===== src/rtl/dps_pkg.sv =====
package dps_pkg;
   typedef enum logic [1:0] {
      PS_OFF  = 2'd0,
      PS_WARM = 2'd1,
      PS_ON   = 2'd2,
      PS_COOL = 2'd3
   } dps_state_e;
endpackage


===== src/rtl/dps_frame_guard.sv =====
module dps_frame_guard #(
   parameter int GUARD_W = 7
) (
   input  logic               clk,
   input  logic               rst_n,
   input  logic               restart,
   input  logic               tick,
   input  logic [GUARD_W-1:0] target,
   output logic               reached
);
   localparam int CW = GUARD_W + 1;

   initial begin
      if (GUARD_W < 1 || GUARD_W > 16)
         $error("dps_frame_guard: GUARD_W out of range");
   end

   logic [GUARD_W-1:0] cnt_q;
   logic [GUARD_W-1:0] tgt_q;
   logic [GUARD_W-1:0] tgt_eff;
   logic [CW-1:0]      cnt_inc;

   // a zero guard still waits for one frame boundary
   assign tgt_eff = (tgt_q == '0) ? GUARD_W'(1) : tgt_q;
   assign cnt_inc = {1'b0, cnt_q} + CW'(1);
   assign reached = tick && !restart && (cnt_inc >= {1'b0, tgt_eff});

   always_ff @(posedge clk or negedge rst_n) begin
      if (!rst_n) begin
         cnt_q <= '0;
         tgt_q <= '0;
      end else if (restart) begin
         cnt_q <= '0;
         tgt_q <= target;
      end else if (tick && !reached) begin
         cnt_q <= cnt_inc[GUARD_W-1:0];
      end
   end

   // completion needs a frame pulse
   a_r3_reach_on_tick: assert property (@(posedge clk) disable iff (!rst_n)
      reached |-> tick);
endmodule


===== src/rtl/dps_dma_gate.sv =====
module dps_dma_gate (
   input  logic clk,
   input  logic rst_n,
   input  logic en_req,
   input  logic core_busy,
   input  logic engine_active,
   output logic en_o,
   output logic busy_o
);
   logic en_q;

   always_ff @(posedge clk or negedge rst_n) begin
      if (!rst_n)          en_q <= 1'b0;
      else if (en_req)     en_q <= 1'b1;
      else if (!core_busy) en_q <= 1'b0;
   end

   assign en_o   = en_q;
   assign busy_o = en_q | engine_active;

   // the enable is never withdrawn while the core is busy
   a_r10_hold_while_busy: assert property (@(posedge clk) disable iff (!rst_n)
      (core_busy && en_q) |=> en_q);
endmodule


===== src/rtl/disp_pwr_seq.sv =====
module disp_pwr_seq
   import dps_pkg::*;
#(
   parameter int GUARD_W = 7
) (
   input  logic               clk,
   input  logic               rst_n,
   input  logic               pwr_req_i,
   input  logic [GUARD_W-1:0] guard_i,
   input  logic               frame_end_i,
   input  logic               dma_en_req_i,
   input  logic               dma_active_i,
   output logic               core_en_o,
   output logic               panel_en_o,
   output logic               busy_o,
   output logic               dma_en_o,
   output logic               dma_busy_o
);
   dps_state_e state_q, state_d;
   logic       restart;
   logic       reached;

   always_comb begin
      state_d = state_q;
      restart = 1'b0;
      unique case (state_q)
         PS_OFF:  if (pwr_req_i) begin state_d = PS_WARM; restart = 1'b1; end
         PS_WARM: begin
            if (!pwr_req_i) begin state_d = PS_COOL; restart = 1'b1; end
            else if (reached) state_d = PS_ON;
         end
         PS_ON:   if (!pwr_req_i) begin state_d = PS_COOL; restart = 1'b1; end
         PS_COOL: if (reached) state_d = PS_OFF;
         default: state_d = PS_OFF;
      endcase
   end

   always_ff @(posedge clk or negedge rst_n) begin
      if (!rst_n) state_q <= PS_OFF;
      else        state_q <= state_d;
   end

   dps_frame_guard #(.GUARD_W(GUARD_W)) u_guard (
      .clk     (clk),
      .rst_n   (rst_n),
      .restart (restart),
      .tick    (frame_end_i && (state_q == PS_WARM || state_q == PS_COOL)),
      .target  (guard_i),
      .reached (reached)
   );

   assign core_en_o  = (state_q != PS_OFF);
   assign busy_o     = (state_q != PS_OFF);
   assign panel_en_o = (state_q == PS_ON);

   dps_dma_gate u_dma (
      .clk           (clk),
      .rst_n         (rst_n),
      .en_req        (dma_en_req_i),
      .core_busy     (busy_o),
      .engine_active (dma_active_i),
      .en_o          (dma_en_o),
      .busy_o        (dma_busy_o)
   );

   a_r9_panel_needs_core: assert property (@(posedge clk) disable iff (!rst_n)
      panel_en_o |-> core_en_o);
   a_r2_start_core: assert property (@(posedge clk) disable iff (!rst_n)
      (!busy_o && pwr_req_i) |=> (core_en_o && !panel_en_o));
   a_r5_panel_drop: assert property (@(posedge clk) disable iff (!rst_n)
      (panel_en_o && !pwr_req_i) |=> (!panel_en_o && busy_o));
   a_r3_rise_on_frame: assert property (@(posedge clk) disable iff (!rst_n)
      $rose(panel_en_o) |-> $past(frame_end_i));
   a_r6_idle_after_frame: assert property (@(posedge clk) disable iff (!rst_n)
      $fell(busy_o) |-> ($past(frame_end_i) && !panel_en_o));
endmodule


===== config.mk =====
export PLATFORM = sky130hd
export DESIGN_NAME = disp_pwr_seq
export DESIGN_NICKNAME = d
export VERILOG_FILES = /design/src/rtl/dps_pkg.sv /design/src/rtl/dps_frame_guard.sv /design/src/rtl/dps_dma_gate.sv /design/src/rtl/disp_pwr_seq.sv
export SDC_FILE = /design/constraint.sdc
export NUM_CORES = 1
export LEC_CHECK = 0
export BUFFER_PORTS_ARGS = -buffer_cell sky130_fd_sc_hd__buf_2
export CELL_PAD_IN_SITES_DETAIL_PLACEMENT = 1
export CELL_PAD_IN_SITES_GLOBAL_PLACEMENT = 2
export CORE_MARGIN = 3
export CORE_UTILIZATION = 35
export CTS_BUF_LIST = sky130_fd_sc_hd__clkbuf_8
export CTS_CLUSTER_SIZE = 25
export DETAILED_ROUTE_END_ITERATION = 10
export HOLD_SLACK_MARGIN = 0.1
export PLACE_DENSITY_LB_ADDON = 0.25
export SLEW_MARGIN = 20
export SYNTH_ARGS = -nofsm -noshare
export SYNTH_HDL_FRONTEND = slang
export SYNTH_SLANG_ARGS = --single-unit

===== constraint.sdc =====
create_clock -name clk -period 3.82 [get_ports clk]
set_input_delay 0.382 -clock clk [delete_from_list [all_inputs] [get_ports clk]]
set_output_delay 0.382 -clock clk [all_outputs]
set_load 0.01 [all_outputs]

==> results of run 1 <==
[layout make-up]
| type | instances | area [um^2] |
|---|---|---|
| well taps | 44 | 55.1 |
| fillers | 372 | 1750 |
| repair buffers | 19 | 103 |
| clock inverters | 1 | 3.75 |
| inverters | 15 | 56.3 |
| multi-input cells | 78 | 643 |
| flip-flops and latches | 17 | 425 |
| clock buffers | 3 | 41.3 |
[cells in the final DEF, fill, tap and decap left out, types with 3 or more instances in the layout]
cell	synthesis	routed
a21oi_1	12	12
buf_2	0	17
clkbuf_8	0	3
dfrtp_1	17	17
ha_1	12	12
inv_1	15	16
mux2_2	7	7
nor2_1	3	3
o21ai_0	4	4
o31ai_1	5	5
or4_1	5	5
xnor2_1	4	4
[metrics by stage]
step	cells	setup WS, ps
final	177	755
after global placement	172	866
after global routing	177	550
after floorplan	113	910
after detailed placement	172	760
after CTS	177	739
[worst paths after layout]
kind                                   from          endpoint  cells after the start
hold reg to reg                  u_dma.en_o        u_dma.en_o                      1
hold / removal                 dma_en_req_i        u_dma.en_o                      2
setup reg to reg           u_guard.cnt_q[0]  u_guard.cnt_q[3]                     10
setup / recovery           u_guard.cnt_q[0]  u_guard.cnt_q[3]                     10
min in group asynchronous             rst_n  u_guard.cnt_q[5]                      2
max in group asynchronous             rst_n  u_guard.tgt_q[3]                      2
[registers in the layout (all words and copies together), names as in the netlist]
register       count
u_guard.cnt_q      7
u_guard.tgt_q      7
state_q            2
u_dma.en_o         1
[cells by family after synthesis]
kind of cell    share of synthesized area (%)
xor+xnor                                 3.82
buf+inv                                  6.87
compound gates                           17.9
simple gates                             12.7
flops                                    37.1
mux                                      8.62
fa+ha+maj                                13.1
[power breakdown]
part | switching (uW) | internal (uW)
Combinational | 243 | 200
Clock | 63.5 | 71.4
Sequential | 46.8 | 242
Total | 353 | 513
[metal layers]
metal / track usage (%) / share of wire [%]
met5: 0 / 0
met4: 5.66 / 1.5
met3: 2.14 / 2.3
met2: 24.8 / 50
met1: 18.6 / 47
==> impl_metrics.csv, run 1 <==
group,metric,value,unit
run_status,status,"finished, final reports clean",
layout,fin_area,0.00133,mm^2
timing,finalSetupViolCount,0,
timing,worstMarginPinSlew,761,ps
timing,hold_violations,0,
layout,antenna_cells,0,
placement,gp_congestion,0.740,
setup_path,endpoint_kind,"register",
clock_network,htreeDepth,1,
die,initial_core_util,37.3,%
clock_network,holdBufCountCts,1,
die,die_y,63.3,um
timing,min_period,3070,ps
timing,fin_hold_ws,302,ps
detailed_routing,drt_iter0_markers,24,
synthesis,synthTopCellsByCount,"17 x dfrtp_1, 15 x inv_1, 12 x a21oi_1, 12 x ha_1, 7 x mux2_2",
power,ir_worst_vdd,0.317,mV
timing,rsz0062_at_grt,"false",
setup_path,crit_chain,"ha_1 -> nand3_1 -> or2_2 -> xnor2_1 -> ha_1 -> inv_1 -> o22ai_2 -> or4b_4 -> or4_1 -> a21oi_1",
clock_network,cts.sink_count,17,
placement,io_buffer_count,17,
synthesis,synth_edf_count,0,
synthesis,synth_cell_types,34,
layout,area_delta_synth_final,15.7,%
setup_path,critPathLaunchType,"register",
clock_network,postCtsSetupBuffers,0,
power,p_leak,0.000635,uW
synthesis,ys.flop_type,"dfrtp_1",
global_routing,antenna_found_initial,0,
detailed_routing,vias_per_cell,5.10,
synthesis,avgSynthCellArea,10.2,um^2
setup_path,slowest_delay,580,ps
synthesis,yosysSeqAreaShare,37.1,%
synthesis,yosys.area.top_type,"dfrtp_1",
placement,dp_hpwl,1970,um
clock_network,clock_path_buffers,2,
setup_path,crit_arrival,3240,ps
detailed_routing,wl_per_cell,14.5,um
synthesis,syn_inst,113,
die,rows,20,
detailed_routing,drcViolationCount,0,
global_routing,grt_pass1_wl,4650,um
clock_network,cts_tree,"built",
synthesis,syn-cell-area,0.00115,mm^2
global_routing,grt_pass1_vias,1017,
synthesis,ys_ff_latch,17,
setup_path,reg2reg_slack,750,ps
setup_path,critical_path.top_delay_family,"simple AND/OR/NAND/NOR gates",
setup_path,cp.required,3990,ps
layout,post-route-util,43.1,%
clock_network,clkTransAtPathRegs,70,ps
die,die_area,0.00400,mm^2
job,drv_cap,0,
power,powerDensity,652,mW/mm^2
die,io-pin-count,18,
detailed_routing,ant_nets,0,
detailed_routing,routed_wl,2570,um
setup_path,critPathMostFrequentCell,"ha_1",
detailed_routing,drtPass1Iterations,4,
setup_path,critical_path_class,"reg2reg",
clock_network,clock_latency,250,ps
die,coreArea,0.00308,mm^2
setup_path,cp_max_fo,14,
timing,clock-skew-final,2.54,ps
layout,fin_nets,159,
timing,slew_viol_final,0,
global_routing,track_usage,14.6,%
global_routing,grt_max_degree,18,
timing,fin_tns_setup,0,ps
timing,relSlewSlack,47.8,%
timing,fin_crit_sh,80.2,%
synthesis,yosysWarnings,0,
timing,max_freq,326,MHz
power,total_power,866,uW
synthesis,synthArstFlopShare,100,%
clock_network,cts_inserted_buffers,3,
global_routing,grt_overflow,0,
placement,dpl_cell_area,0.00127,mm^2
min_path,holdCritPathClass,"in2reg",
synthesis,synth.net_count,138,
clock_network,cts-root-buf,"clkbuf_8",
layout,layout-drive-gt1-share,26.3,%
detailed_routing,vias,902,
clock_network,cts_resized,0,
synthesis,yosysTopAreaCellShare,37.1,%
die,die_x,63.3,um
synthesis,synth_most_common_cell,"dfrtp_1",
synthesis,ys_top_cells_by_area,"dfrtp_1 37%, ha_1 13%, mux2_2 6.9%",
setup_path,slowest_stage,"or4b_4",
setup_path,worst-path-buf-inv,1,
(Power assumes the default switching activity.)
==> inputs of run 2 (changes only) <==
ABC_AREA = 1   (was default)
CORE_UTILIZATION = 30   (was 35)
clock period = 2.55 ns   (was 3.82 ns; I/O delays follow)
==> impl_metrics.csv, run 2 <==
group,metric,value,unit
run_status,status,"finished, final reports clean",
layout,post-route-util,37.6,%
clock_network,clock_path_buffers,2,
timing,min_period,2290,ps
timing,fin_crit_sh,89.7,%
clock_network,cts.sink_count,17,
clock_network,postCtsSetupBuffers,0,
synthesis,yosysWarnings,0,
global_routing,track_usage,12.6,%
setup_path,critical_path_class,"reg2reg",
synthesis,ys_ff_latch,17,
clock_network,cts_tree,"built",
placement,dpl_worst_slack,146,ps
placement,io_buffer_count,17,
timing,clock-skew-final,2.87,ps
synthesis,synthMuxAreaShare,0,%
placement,gp_congestion,0.755,
timing,finalSetupViolCount,0,
min_path,min-delay-start,"dma_en_req_i",
power,powerDensity,983,mW/mm^2
synthesis,syn-cell-area,0.00111,mm^2
detailed_routing,routed_wl,2500,um
timing,slew_viol_final,0,
power,p_switching,564,uW
setup_path,reg2reg_slack,260,ps
power,clockPowerShare,15.9,%
synthesis,synth_top_family_by_area,"simple AND/OR/NAND/NOR gates",
clock_network,htreeDepth,1,
die,die_y,66.8,um
detailed_routing,wl_met2,1270,um
timing,layout_setup_ws,263,ps
synthesis,synth.net_count,164,
power,ir_worst_vdd,0.329,mV
global_routing,grt_pass1_wl,4170,um
die,io-pin-count,18,
layout,antenna_cells,0,
detailed_routing,drcViolationCount,0,
setup_path,critPathLaunchType,"register",
detailed_routing,vias_per_cell,4.60,
global_routing,antenna_found_initial,0,
synthesis,yosys.area.top_type,"dfrtp_1",
placement,dp_hpwl,1990,um
global_routing,grt_max_degree,18,
die,die_x,66.8,um
timing,rsz0062_at_grt,"false",
synthesis,synthArstFlopShare,100,%
detailed_routing,drt_iter0_markers,14,
die,rows,21,
min_path,holdCritPathClass,"in2reg",
global_routing,grt_overflow,0,
synthesis,synth_compound_area_share,8.01,%
synthesis,ys.flop_type,"dfrtp_1",
layout,layout-drive-gt1-share,20.9,%
detailed_routing,ant_nets,0,
synthesis,avgSynthCellArea,7.98,um^2
synthesis,syn_inst,139,
clock_network,clkTransAtPathRegs,70,ps
detailed_routing,wl_per_cell,12.3,um
synthesis,synthTopCellsByCount,"45 x nand2_1, 17 x dfrtp_1, 14 x inv_1",
power,p_int,707,uW
synthesis,ys_top_cells_by_area,"dfrtp_1 38%, nand2_1 15%, ha_1 14%",
detailed_routing,vias,938,
global_routing,grt_pass1_vias,940,
detailed_routing,highest_layer,"met4",
die,coreArea,0.00344,mm^2
timing,hold_violations,0,
timing,relSlewSlack,71.7,%
setup_path,endpoint_kind,"register",
die,die_area,0.00446,mm^2
job,drv_cap,0,
synthesis,yosysTopAreaCellShare,38.4,%
power,seq_power_share,33.6,%
timing,fin_tns_setup,0,ps
min_path,hold_depth,2,
synthesis,synth_cell_types,27,
power,swShare,44.4,%
setup_path,rr_endpoint,"u_guard.cnt_q[6]",
clock_network,cts-root-buf,"clkbuf_8",
clock_network,cts_inserted_buffers,3,
synthesis,yosysSeqAreaShare,38.4,%
synthesis,synth_most_common_cell,"nand2_1",
power,power_frac_comb,50.5,%
layout,final_common_cell,"nand2_1",
detailed_routing,wl_met1,1110,um
layout,reg_top3,"u_guard.cnt_q (7), u_guard.tgt_q (7), state_q (2)",
die,initial_core_util,32.2,%
layout,fillers,442,
layout,area_delta_synth_final,16.6,%
setup_path,r2r_start,"u_guard.cnt_q[0]",
setup_path,cp_max_fo,7,
synthesis,synth_edf_count,0,
power,p_leak,0.000707,uW
detailed_routing,drtPass1Iterations,2,
min_path,min_to,"u_dma.en_o",
synthesis,yosys.area_share.simple,27.5,%
detailed_routing,wl_met3,99,um
synthesis,synth_fa_ha_area_share,13.5,%
setup_path,crit_arrival,2430,ps
setup_path,r2r_cells,13,
setup_path,cp.required,2700,ps
synthesis,synth_xor_area_share,3.95,%
timing,max_freq,437,MHz
clock_network,clock_latency,250,ps
layout,final_cell_mix,"45 x nand2_1, 17 x buf_2, 16 x dfrtp_1",
timing,worstMarginPinSlew,425,ps
layout,fin_nets,184,
[run 2: how the worst max path moves through the flow]
| stage | startpoint | to | slack, ps |
|---|---|---|---|
| floorplan | u_guard.cnt_q[0] | u_guard.cnt_q[0] | 400 |
| global placement | u_guard.cnt_q[0] | u_guard.cnt_q[1] | 230 |
| detailed placement | u_guard.cnt_q[0] | u_guard.cnt_q[6] | 150 |
| CTS | u_guard.cnt_q[0] | u_guard.cnt_q[5] | 110 |
| global route | u_guard.cnt_q[0] | u_guard.cnt_q[0] | 60 |
| finish | u_guard.cnt_q[0] | u_guard.cnt_q[6] | 260 |
[run 2: logic make-up (layout without fill, tap and decap cells)]
logic type      after synthesis  count (layout)
compound gates               14              14
fa+ha+maj                    12              12
xor+xnor                      5               5
flops                        17              17
simple gates                 69              69
buf+inv                      22              41
[run 2: stage by stage]
step           instances  power (uW)  instance area, um^2  hold WS, ps
4_1_cts              204        1280                 1280          177
3_3_place_gp         199        1040                 1230          217
3_5_place_dp         199        1070                 1230          227
5_1_grt              204        1430                 1290          179
2_1_floorplan        139         907                 1110        -40.6
6_report             204        1270                 1290          180
[run 2: power by group through the flow]
stage	Sequential (uW)	Combinational, uW	Clock, uW
2_1_floorplan	414	493	0
3_3_place_gp	423	615	0
3_5_place_dp	430	641	0
4_1_cts	426	645	209
5_1_grt	440	758	229
6_report	427	642	202
[run 2: worst max-delay path, cell delays in order, from the launching register on]
cell and delay [ps]:
dfrtp_2 410, ha_1 200, nand2_1 60, nor2_1 160, nand3_1 120, xnor2_1 210
ha_1 270, nand2_1 70, nand2_1 50, nor2_1 130, nand2_2 100, or2_4 280
nand3_1 80, nand2_1 50
[run 2: area by class of cell]
cell class / instances / area (um^2) / area share (%)
clock buffers: 3 / 41.3 / 3.19
clock inverters: 1 / 3.75 / 0.290
inverters: 19 / 71.3 / 5.52
multi-input cells: 100 / 597 / 46.2
flip-flops and latches: 17 / 427 / 33.0
well taps: 46 / 57.6 / 4.45
repair buffers: 18 / 95.1 / 7.36
[run 2: layer usage]
metal,track usage [%],vias to the layer above
li1,-,477
met4,4.57,0
met3,2.02,4
met1,13.7,441
met5,0,-
met2,24.0,16
[run 2: timing repair]
action / in CTS / in global routing
endpoints found under the hold margin: 17 / 0
setup endpoints to repair: 0 / 7
hold buffers: 1 / 0
resized for setup: 0 / 3
